===== src/rtl/spd_pkg.sv =====
package spd_pkg;
  typedef enum logic [1:0] {MT_SDR = 2'd0, MT_DDR = 2'd1, MT_DDR2 = 2'd2, MT_BAD = 2'd3} mem_kind_t;

  localparam int IMG_BYTES  = 256;
  localparam int IDX_W      = $clog2(IMG_BYTES);
  localparam int CSUM_SLOT  = 63;
  localparam int BANK_STEPS = 3;           // up to 2**3 = 8 banks
  localparam int BANK_W     = BANK_STEPS + 1;

  function automatic logic [4:0] kind_min(input mem_kind_t k);
    case (k)
      MT_SDR:  return 5'd2;
      MT_DDR:  return 5'd5;
      default: return 5'd7;
    endcase
  endfunction

  function automatic logic [4:0] kind_max(input mem_kind_t k);
    case (k)
      MT_SDR:  return 5'd9;
      MT_DDR:  return 5'd12;
      default: return 5'd14;
    endcase
  endfunction

  function automatic logic [7:0] kind_code(input mem_kind_t k);
    case (k)
      MT_SDR:  return 8'd4;
      MT_DDR:  return 8'd7;
      default: return 8'd8;
    endcase
  endfunction

  // Fold a raw density word into one byte, family dependent.
  function automatic logic [7:0] fold_density(input mem_kind_t k, input logic [31:0] raw);
    case (k)
      MT_DDR2: return (raw[7:0] & 8'hE0) | (raw[15:8] & 8'h1F);
      MT_DDR:  return (raw[7:0] & 8'hF8) | (raw[15:8] & 8'h07);
      default: return raw[7:0];
    endcase
  endfunction
endpackage


===== src/rtl/spd_geom.sv =====
module spd_geom
  import spd_pkg::*;
#(
  parameter int SIZE_W = 5
) (
  input  mem_kind_t               kind,
  input  logic [SIZE_W-1:0]       size_log2,
  output logic [BANK_W-1:0]       banks,
  output logic [7:0]              density
);
  logic [SIZE_W-1:0] bank_l2;
  logic [1:0]        steps;
  logic              split_hit;
  logic [31:0]       raw;

  always_comb begin
    bank_l2 = size_log2;
    steps   = 2'd0;
    for (int k = 0; k < BANK_STEPS; k++) begin
      if (bank_l2 > SIZE_W'(kind_max(kind))) begin
        bank_l2 = bank_l2 - 1'b1;
        steps   = steps + 2'd1;
      end
    end
    split_hit = (steps == 2'd0) && (bank_l2 > SIZE_W'(kind_min(kind)));
    if (split_hit) begin
      bank_l2 = bank_l2 - 1'b1;
      steps   = 2'd1;
    end
    banks   = BANK_W'(1) << steps;
    raw     = 32'd1 << (bank_l2 - SIZE_W'(2));
    density = fold_density(kind, raw);
  end

  // bank count is a power of two no larger than 8
  always_comb begin
    a_r3_banks_pow2: assert ($countones(banks) == 1);
  end
endmodule


===== src/rtl/spd_rom.sv =====
module spd_rom
  import spd_pkg::*;
(
  input  logic [IDX_W-1:0]  idx,
  input  mem_kind_t         kind,
  input  logic [BANK_W-1:0] banks,
  input  logic [7:0]        density,
  output logic [7:0]        value
);
  logic is_ddr2;
  assign is_ddr2 = (kind == MT_DDR2);

  always_comb begin
    case (idx)
      8'd0:  value = 8'd128;
      8'd1:  value = 8'd8;
      8'd2:  value = kind_code(kind);
      8'd3:  value = 8'd13;
      8'd4:  value = 8'd10;
      8'd5:  value = is_ddr2 ? 8'(banks - 1'b1) : 8'(banks);
      8'd6:  value = 8'd64;
      8'd8:  value = 8'd4;
      8'd9:  value = 8'h25;
      8'd12: value = 8'h82;
      8'd13: value = 8'd8;
      8'd15: value = is_ddr2 ? 8'd0 : 8'd1;
      8'd16: value = 8'd12;
      8'd17: value = 8'd4;
      8'd18: value = 8'd12;
      8'd19: value = is_ddr2 ? 8'd0 : 8'd1;
      8'd20: value = 8'd2;
      8'd21: value = is_ddr2 ? 8'd0 : 8'h20;
      8'd23: value = 8'h12;
      8'd27: value = 8'd20;
      8'd28: value = 8'd15;
      8'd29: value = 8'd20;
      8'd30: value = 8'd45;
      8'd31: value = density;
      8'd32: value = 8'd20;
      8'd33: value = 8'd8;
      8'd34: value = 8'd20;
      8'd35: value = 8'd8;
      default: value = 8'd0;
    endcase
  end
endmodule


===== src/rtl/spd_seq.sv =====
module spd_seq
  import spd_pkg::*;
#(
  parameter int SIZE_W = 5
) (
  input  logic              clk,
  input  logic              rst_n,
  input  logic              start,
  input  logic [1:0]        mem_type,
  input  logic [SIZE_W-1:0] size_log2,
  input  logic [7:0]        rom_value,
  output mem_kind_t         kind_q,
  output logic [SIZE_W-1:0] size_q,
  output logic [IDX_W-1:0]  cnt_q,
  output logic              byte_valid,
  output logic [IDX_W-1:0]  byte_index,
  output logic [7:0]        byte_data,
  output logic              done,
  output logic              error
);
  localparam logic [IDX_W-1:0] LAST_IDX = IDX_W'(IMG_BYTES - 1);
  localparam logic [IDX_W-1:0] CSUM_IDX = IDX_W'(CSUM_SLOT);

  logic      streaming;
  logic [7:0] csum_q;
  mem_kind_t req_kind;
  logic      req_bad;
  logic      accept;
  logic      last_step;

  assign req_kind  = mem_kind_t'(mem_type);
  assign req_bad   = (req_kind == MT_BAD) || (size_log2 < SIZE_W'(kind_min(req_kind)));
  assign accept    = start && !streaming;
  assign last_step = streaming && (cnt_q == LAST_IDX);

  always_ff @(posedge clk) begin
    if (!rst_n) begin
      streaming  <= 1'b0;
      kind_q     <= MT_SDR;
      size_q     <= '0;
      cnt_q      <= '0;
      csum_q     <= '0;
      byte_valid <= 1'b0;
      byte_index <= '0;
      byte_data  <= '0;
      done       <= 1'b0;
      error      <= 1'b0;
    end else begin
      error <= accept && req_bad;
      done  <= byte_valid && (byte_index == LAST_IDX);
      if (accept && !req_bad) begin
        streaming <= 1'b1;
        kind_q    <= req_kind;
        size_q    <= size_log2;
        cnt_q     <= '0;
        csum_q    <= '0;
      end
      byte_valid <= streaming;
      if (streaming) begin
        byte_index <= cnt_q;
        byte_data  <= (cnt_q == CSUM_IDX) ? csum_q : rom_value;
        if (cnt_q < CSUM_IDX) csum_q <= csum_q + rom_value;
        cnt_q <= cnt_q + 1'b1;
        if (last_step) streaming <= 1'b0;
      end
    end
  end

  // a rejected request never coincides with streamed data
  a_r10_no_bytes_on_error: assert property (@(posedge clk) disable iff (!rst_n)
    error |-> !byte_valid);
  // done only right after the final index
  a_r9_done_after_last: assert property (@(posedge clk) disable iff (!rst_n)
    done |-> $past(byte_valid && byte_index == LAST_IDX));
  // indices advance by one without gaps
  a_r2_index_step: assert property (@(posedge clk) disable iff (!rst_n)
    (byte_valid && byte_index != LAST_IDX) |=> (byte_valid && byte_index == $past(byte_index) + 1'b1));
  // a stream begins at index 0
  a_r2_first_zero: assert property (@(posedge clk) disable iff (!rst_n)
    $rose(byte_valid) |-> (byte_index == '0));
  // an active stream is not cut short or restarted
  a_r11_no_restart: assert property (@(posedge clk) disable iff (!rst_n)
    (streaming && cnt_q != LAST_IDX) |=> (streaming && cnt_q == $past(cnt_q) + 1'b1));
  // checksum frozen once its slot has been emitted
  a_r8_sum_frozen: assert property (@(posedge clk) disable iff (!rst_n)
    (streaming && cnt_q > CSUM_IDX) |=> $stable(csum_q));
endmodule


===== src/rtl/spd_image_gen.sv =====
module spd_image_gen
  import spd_pkg::*;
#(
  parameter int SIZE_W = 5
) (
  input  logic              clk,
  input  logic              rst_n,
  input  logic              start,
  input  logic [1:0]        mem_type,
  input  logic [SIZE_W-1:0] size_log2,
  output logic              byte_valid,
  output logic [7:0]        byte_index,
  output logic [7:0]        byte_data,
  output logic              done,
  output logic              error
);
  mem_kind_t         kind_q;
  logic [SIZE_W-1:0] size_q;
  logic [IDX_W-1:0]  cnt_q;
  logic [BANK_W-1:0] banks;
  logic [7:0]        density;
  logic [7:0]        rom_value;

  spd_seq #(.SIZE_W(SIZE_W)) u_seq (
    .clk        (clk),
    .rst_n      (rst_n),
    .start      (start),
    .mem_type   (mem_type),
    .size_log2  (size_log2),
    .rom_value  (rom_value),
    .kind_q     (kind_q),
    .size_q     (size_q),
    .cnt_q      (cnt_q),
    .byte_valid (byte_valid),
    .byte_index (byte_index),
    .byte_data  (byte_data),
    .done       (done),
    .error      (error)
  );

  spd_geom #(.SIZE_W(SIZE_W)) u_geom (
    .kind      (kind_q),
    .size_log2 (size_q),
    .banks     (banks),
    .density   (density)
  );

  spd_rom u_rom (
    .idx     (cnt_q),
    .kind    (kind_q),
    .banks   (banks),
    .density (density),
    .value   (rom_value)
  );

  // the two pulse outputs never overlap
  a_r1_pulses_exclusive: assert property (@(posedge clk) disable iff (!rst_n)
    !(done && error));
endmodule


===== config.mk =====
export PLATFORM = sky130hd
export DESIGN_NAME = spd_image_gen
export DESIGN_NICKNAME = d
export VERILOG_FILES = /design/src/rtl/spd_pkg.sv /design/src/rtl/spd_geom.sv /design/src/rtl/spd_rom.sv /design/src/rtl/spd_seq.sv /design/src/rtl/spd_image_gen.sv
export SDC_FILE = /design/constraint.sdc
export NUM_CORES = 1
export LEC_CHECK = 0
export ABC_AREA = 1
export BUFFER_PORTS_ARGS = -buffer_cell sky130_fd_sc_hd__buf_2
export CAP_MARGIN = 20
export CORE_ASPECT_RATIO = 2
export CORE_UTILIZATION = 35
export DETAILED_ROUTE_END_ITERATION = 10
export PLACE_DENSITY = 0.5
export SYNTH_ARGS = -nofsm -noshare
export SYNTH_HDL_FRONTEND = slang
export SYNTH_SLANG_ARGS = --single-unit

===== constraint.sdc =====
create_clock -name clk -period 22.3 [get_ports clk]
set_clock_uncertainty 0.2 [all_clocks]
set_input_delay 3.345 -clock clk [delete_from_list [all_inputs] [get_ports clk]]
set_output_delay 3.345 -clock clk [all_outputs]
set_load 0.01 [all_outputs]

==> flow_metrics.env, run 1 <==
export IMPL_outcome="finished, final reports clean"
export IMPL_dp_slack_ns=14.09
export IMPL_grt_overflow=0
export IMPL_end_kind="register"
export IMPL_die_area_sq_mm=0.0119
export IMPL_hold_slack_ns=0.266
export IMPL_maxCapViolations=0
export IMPL_post_cts_buffers=0
export IMPL_fp_dieH_um=153
export IMPL_multi_input_area_sq_mm=0.00274
export IMPL_gp_congestion=0.932
export IMPL_firstDrtPassIters=4
export IMPL_fin_util=0.399
export IMPL_num_vias=3989
export IMPL_finalWorstSetupSlack_ns=14.12
export IMPL_timing_hold_worst_start="u_seq.byte_data[5]$_SDFFE_PN0P_"
export IMPL_synth_edf_count=0
export IMPL_synth_yosys_warnings=0
export IMPL_grt_usage=0.202
export IMPL_critPathArrivalTime_ns=8.17
export IMPL_grt_pass1_wl_mm=19.0
export IMPL_r2r_end="u_seq.csum_q[7]$_SDFF_PN0_"
export IMPL_cts_hold_buf=0
export IMPL_syn_cell_area_sq_mm=0.00402
export IMPL_min_to="u_seq.byte_data[5]$_SDFFE_PN0P_"
export IMPL_clk_insertion_delay_late_ns=0.29
export IMPL_ys_seq_elements=43
export IMPL_layout_drive_gt1_share=0.150
export IMPL_yosysUniqueCellTypes=50
export IMPL_root_buffer="clkbuf_16"
export IMPL_layout_commonest_cell="nand2_1"
export IMPL_finalCritPeriodShare=0.367
export IMPL_dpl_hpwl_mm=9.19
export IMPL_finalSetupViolations=0
export IMPL_leakage_uw=0.00217
export IMPL_io_buffer_count=28
export IMPL_numCtsBuffers=5
export IMPL_vias_per_cell=5.06
export IMPL_die_width_um=77.7
export IMPL_tightest_slew_ns=0.826
export IMPL_critPathKind="register to register"
export IMPL_core_sq_mm=0.0112
export IMPL_rsz0062_at_grt="no"
export IMPL_ys_async_sr_fraction=0
export IMPL_antenna_cells=0
export IMPL_seq_area_frac_synth=0.214
export IMPL_regArea_sq_um=861
export IMPL_finalCriticalPeriod_ns=8.18
export IMPL_wirelength_mm=11.3
export IMPL_clock_sinks=43
export IMPL_ctsResizeCount=0
export IMPL_final_setup_tns_ns=0
export IMPL_cts_tree="done"
export IMPL_area_delta_synth_final_pct=11.4
export IMPL_max_slew_margin=0.446
export IMPL_slowest_stage="dfxtp_1"
export IMPL_initial_core_util=0.358
export IMPL_clk_pin_slew_ns=0.06
export IMPL_worst_setup_path_start_kind="register"
export IMPL_path_max_fanout=11
export IMPL_fill_cells=1219
export IMPL_synth_avg_cell_area_sq_um=6.47
export IMPL_reg2regPathDepth=58
export IMPL_hold_viol_final=0
export IMPL_layout_common_cells="nand2_1 (137), inv_1 (92), nor2_1 (75)"
export IMPL_path_buf_inv=6
export IMPL_nets=690
export IMPL_row_count=55
export IMPL_htree_num_levels=2
export IMPL_ctsLongestPathBuffers=2
export IMPL_p_per_area_mw_per_mm2=101
export IMPL_ir_worst_vdd_uv=43.9
export IMPL_ios=29
export IMPL_drv_slew=0
export IMPL_hold_class="register to register"
export IMPL_critPathRequiredTime_ns=22.29
export IMPL_synth_cells=621
export IMPL_post_place_cells=781
export IMPL_rrSetupSlack_ns=14.12
export IMPL_synth_net_count=665
export IMPL_antenna_found_initial=0
export IMPL_cp_top_family="simple AND/OR/NAND/NOR gates"
export IMPL_wl_per_cell_um=14.3
export IMPL_fmax_mhz=122
export IMPL_crit_path_max_incr_delay_ns=0.40
export IMPL_antenna_left=0
export IMPL_r2r_start="u_seq.kind_q[0]$_SDFFE_PN0P_"
export IMPL_synth_top_flop_cell="dfxtp_1"
export IMPL_drt_iter0_drc=130
export IMPL_grt_max_degree=28
export IMPL_grt_pass1_vias=4097
export IMPL_fin_cells=789
export IMPL_drcViolationCount=0
export IMPL_hold_path_depth=2
## cells in the mapped netlist (all sizes together) (3+ instances only)
master | count | area, sq um
o21a | 3 | 23.8
clkbuf | 9 | 33.8
nand3b | 4 | 30.0
ha | 32 | 400
o21ai | 26 | 138
a211oi | 5 | 37.5
xor2 | 8 | 70.1
nor2 | 79 | 330
inv | 97 | 369
nand2 | 162 | 729
a21oi | 43 | 268
nand4 | 10 | 77.6
nand3 | 56 | 320
nor3 | 18 | 101
dfxtp | 43 | 861
## registers in the layout, indices dropped and copies added (netlist names)
register / cells
u_seq.byte_data: 8
u_seq.byte_index: 8
u_seq.byte_valid: 1
u_seq.cnt_q: 8
u_seq.csum_q: 8
u_seq.done: 1
u_seq.error: 1
u_seq.kind_q: 2
u_seq.size_q: 5
u_seq.streaming: 1
## stage by stage
step	power, uW	area [sq um]
finish	453	4480
global route	497	4480
floorplan	314	4020
CTS	459	4480
global placement	363	4300
detailed placement	367	4300
## power by group
part | switching (uW) | total [uW] | internal [uW]
Clock | 33.0 | 89.4 | 56.4
Combinational | 186 | 279 | 93.5
Sequential | 3.53 | 84.3 | 80.8
Total | 222 | 453 | 231
## cells by family (layout without fill, tap and decap cells)
logic type	after synthesis	after routing	share of synthesized area
AO/OA/AOI/OAI	91	91	0.145
XOR/XNOR	10	10	0.0237
adder cells (fa/ha/maj)	34	34	0.110
buffers and inverters	109	135	0.104
flip-flops	43	43	0.214
AND/OR/NAND/NOR	334	334	0.404
## worst max-delay path by stage
stage | from | cells after the start | endpoint | slack [ns]
final | u_seq.kind_q[0]$_SDFFE_PN0P_ | 58 | u_seq.csum_q[7]$_SDFF_PN0_ | 14.12
after global routing | u_seq.kind_q[1]$_SDFFE_PN0P_ | 58 | u_seq.csum_q[7]$_SDFF_PN0_ | 13.12
after CTS | u_seq.kind_q[0]$_SDFFE_PN0P_ | 58 | u_seq.csum_q[7]$_SDFF_PN0_ | 14.08
after detailed placement | u_seq.kind_q[0]$_SDFFE_PN0P_ | 58 | u_seq.csum_q[7]$_SDFF_PN0_ | 14.09
after global placement | u_seq.kind_q[0]$_SDFFE_PN0P_ | 58 | u_seq.csum_q[7]$_SDFF_PN0_ | 14.25
after floorplan | u_seq.kind_q[0]$_SDFFE_PN0P_ | 58 | u_seq.csum_q[7]$_SDFF_PN0_ | 14.95
## layer usage
| metal | GRT usage | vias up | wire length, um | part of all wire |
|---|---|---|---|---|
| li1 | - | 2066 | - | - |
| met1 | 0.189 | 1830 | 4150 | 0.37 |
| met2 | 0.417 | 64 | 6510 | 0.58 |
| met3 | 0.0142 | 29 | 159 | 0.014 |
| met4 | 0.0988 | 0 | 429 | 0.038 |
| met5 | 0 | - | 0 | 0 |
## layout make-up
| class | instances | area share |
|---|---|---|
| Timing Repair Buffer | 29 | 0.0330 |
| Clock inverter | 2 | 0.00867 |
| Clock buffer | 6 | 0.0310 |
| Tap cell | 142 | 0.0397 |
| Sequential cell | 43 | 0.192 |
| Inverter | 98 | 0.0833 |
| Multi-Input combinational cell | 469 | 0.612 |
## worst register-to-register path: cells and delay by family (launching register included)
| family | cells | cell delay [ns] |
|---|---|---|
| AOI/OAI and AO/OA | 5 | 0.93 |
| xor gates and xnor gates | 1 | 0.15 |
| adders and majority gates | 7 | 2.13 |
| buffers and inverters | 6 | 0.51 |
| DFF | 1 | 0.40 |
| and+or+nand+nor | 39 | 3.75 |
Note: power is estimated with default switching activity, not from simulation.
==> run 2: changes to the inputs <==
Settings changed: PLACE_DENSITY 0.5 to 0.52.
Clock period 22.3 ns to 7.2 ns, I/O delays scaled along.
==> run 2 against run 1 <==
Critical path depth is 1 higher. Die area stayed put. Count of clock-buffer cells in the layout stayed put. Design area is 12% higher. Critical path type unchanged. Flip-flop and latch count stayed put. Non-clock buffer count is 39 higher. Worst setup slack worse by 14 ns. Utilization is 4.8 points higher. Sequential power grew to 3.1 times the previous value. Clock power grew to 2.6 times the previous value. Hold slack worse by 0.00076 ns. Largest power group unchanged.
==> flow_metrics.env, run 2 (same netlist as run 1, synthesis figures left out) <==
export IMPL_slowest_stage="dfxtp_2"
export IMPL_cts_tree="done"
export IMPL_io_buffer_count=28
export IMPL_end_kind="register"
export IMPL_wl_per_cell_um=14.3
export IMPL_critPathArrivalTime_ns=6.98
export IMPL_hold_viol_final=0
export IMPL_grt_overflow=0
export IMPL_crit_path_max_incr_delay_ns=0.36
export IMPL_ctsLongestPathBuffers=2
export IMPL_firstDrtPassIters=4
export IMPL_grt_pass1_wl_mm=19.3
export IMPL_max_slew_margin=0.455
export IMPL_finalCriticalPeriod_ns=6.99
export IMPL_gp_congestion=0.894
export IMPL_path_buf_inv=7
export IMPL_ir_worst_vdd_uv=147
export IMPL_layout_drive_gt1_share=0.261
export IMPL_drv_slew=0
export IMPL_die_area_sq_mm=0.0119
export IMPL_cp_endpoint="u_seq.csum_q[7]$_SDFF_PN0_"
export IMPL_finalCritPeriodShare=0.971
export IMPL_p_comb_frac=0.699
export IMPL_critPathMostFrequentCell="nor2_1"
export IMPL_ios=29
export IMPL_core_sq_mm=0.0112
export IMPL_r2r_start="u_seq.kind_q[1]$_SDFFE_PN0P_"
export IMPL_clk_insertion_delay_late_ns=0.29
export IMPL_outcome="finished, final reports clean"
export IMPL_p_clk_frac=0.140
export IMPL_fmax_mhz=143
export IMPL_row_count=55
export IMPL_die_width_um=77.7
export IMPL_drt_iter0_drc=110
export IMPL_post_place_cells=801
export IMPL_numCtsBuffers=5
export IMPL_antenna_left=0
export IMPL_critPathRequiredTime_ns=7.18
export IMPL_layout_commonest_cell="nand2_1"
export IMPL_nets=729
export IMPL_htree_num_levels=2
export IMPL_fp_dieH_um=153
export IMPL_dpl_hpwl_mm=9.27
export IMPL_r2r_end="u_seq.csum_q[7]$_SDFF_PN0_"
export IMPL_critPathKind="register to register"
export IMPL_path_max_fanout=5
export IMPL_leakage_uw=0.00237
export IMPL_power_internal_uw=848
export IMPL_cp_top_family="simple AND/OR/NAND/NOR gates"
export IMPL_wirelength_mm=11.8
export IMPL_antenna_cells=0
export IMPL_p_per_area_mw_per_mm2=325
export IMPL_clock_sinks=43
export IMPL_crit_start="u_seq.kind_q[1]$_SDFFE_PN0P_"
export IMPL_grt_max_degree=28
export IMPL_layout_common_cells="nand2_1 (124), inv_1 (84), nor2_1 (73)"
export IMPL_worst_setup_path_start_kind="register"
export IMPL_drcViolationCount=0
export IMPL_hold_slack_ns=0.265
export IMPL_tightest_slew_ns=0.817
export IMPL_initial_core_util=0.358
export IMPL_area_delta_synth_final_pct=24.8
export IMPL_p_switching_uw=783
export IMPL_grt_pass1_vias=4187
export IMPL_maxCapViolations=0
export IMPL_antenna_found_initial=0
export IMPL_clk_pin_slew_ns=0.07
export IMPL_grt_usage=0.205
export IMPL_sw_frac_of_total=0.480
export IMPL_fin_cells=828
export IMPL_finalSetupViolations=0
export IMPL_seqPwrFrac=0.161
export IMPL_hold_class="register to register"
export IMPL_rrSetupSlack_ns=0.21
export IMPL_num_vias=4159
export IMPL_root_buffer="clkbuf_16"
export IMPL_rsz0062_at_grt="yes"
export IMPL_reg2regPathDepth=59
export IMPL_cp_depth=59
export IMPL_vias_per_cell=5.02
==> run 2: changes by cell type in the layout (fill, tap and decap cells not counted), sizes merged <==
cell / delta
buf: +39
clkinv: +1
clkinvlp: +1
bufinv: -1
inv: -1
==> run 2: area by class of cell <==
cell class	count	area [sq um]
well taps	142	178
repair buffers	68	455
clock buffers	6	129
fillers	1179	6210
multi-input cells	469	3000
flip-flops and latches	43	863
inverters	98	378
clock inverters	2	12.5
==> run 2: repair_timing <==
| action | CTS | global route |
|---|---|---|
| hold endpoints to repair | 0 | 0 |
| endpoints found under the setup margin | 1 | 4 |
| gates resized for setup | 21 | 39 |
| buffers inserted | 5 | 14 |
| pin swaps | 10 | 44 |
| hold buffers | 0 | 0 |
==> run 2: power groups by stage <==
| stage | logic (uW) | clock network (uW) | registers, uW |
|---|---|---|---|
| 2_1_floorplan | 709 | 0 | 265 |
| 3_3_place_gp | 910 | 0 | 265 |
| 3_5_place_dp | 921 | 0 | 266 |
| 4_1_cts | 974 | 235 | 261 |
| 5_1_grt | 1260 | 244 | 264 |
| 6_report | 1140 | 229 | 262 |
==> run 2: worst min-delay path by stage <==
stage,depth (start not counted),from,end,slack [ns]
detailed placement,2,u_seq.byte_data[4]$_SDFFE_PN0P_,u_seq.byte_data[4]$_SDFFE_PN0P_,0.26
global route,2,u_seq.byte_data[6]$_SDFFE_PN0P_,u_seq.byte_data[6]$_SDFFE_PN0P_,0.29
floorplan,2,u_seq.csum_q[0]$_SDFF_PN0_,u_seq.csum_q[0]$_SDFF_PN0_,0.26
finish,2,u_seq.byte_data[4]$_SDFFE_PN0P_,u_seq.byte_data[4]$_SDFFE_PN0P_,0.26
CTS,2,u_seq.byte_data[4]$_SDFFE_PN0P_,u_seq.byte_data[4]$_SDFFE_PN0P_,0.27
global placement,2,u_seq.byte_data[6]$_SDFFE_PN0P_,u_seq.byte_data[6]$_SDFFE_PN0P_,0.25
==> run 2: worst min-delay path, stage by stage, from the launching register on <==
cell     delay (ns)
dfxtp_1        0.30
nand2_1        0.06
a21oi_1        0.05
==> run 2: stage by stage <==
stage	setup slack (ns)	TNS, ns	area, sq um	power (uW)	utilization
floorplan	0.0150	0	4030	974	-
global placement	-0.00467	-0.00467	4460	1180	0.398
detailed placement	-0.200	-0.200	4460	1190	0.398
CTS	0.000252	0	4740	1470	0.423
global route	-0.318	-0.318	5010	1760	0.447
finish	0.207	0	5010	1630	0.447
==> run 2: layer usage <==
| metal | GRT usage | wire length [um] | part of all wire | up-vias |
|---|---|---|---|---|
| met5 | 0 | 0 | 0 | - |
| met4 | 0.0925 | 316 | 0.027 | 0 |
| met3 | 0.0148 | 145 | 0.012 | 19 |
| met2 | 0.433 | 7040 | 0.59 | 44 |
| met1 | 0.187 | 4340 | 0.37 | 1952 |
| li1 | - | - | - | 2144 |
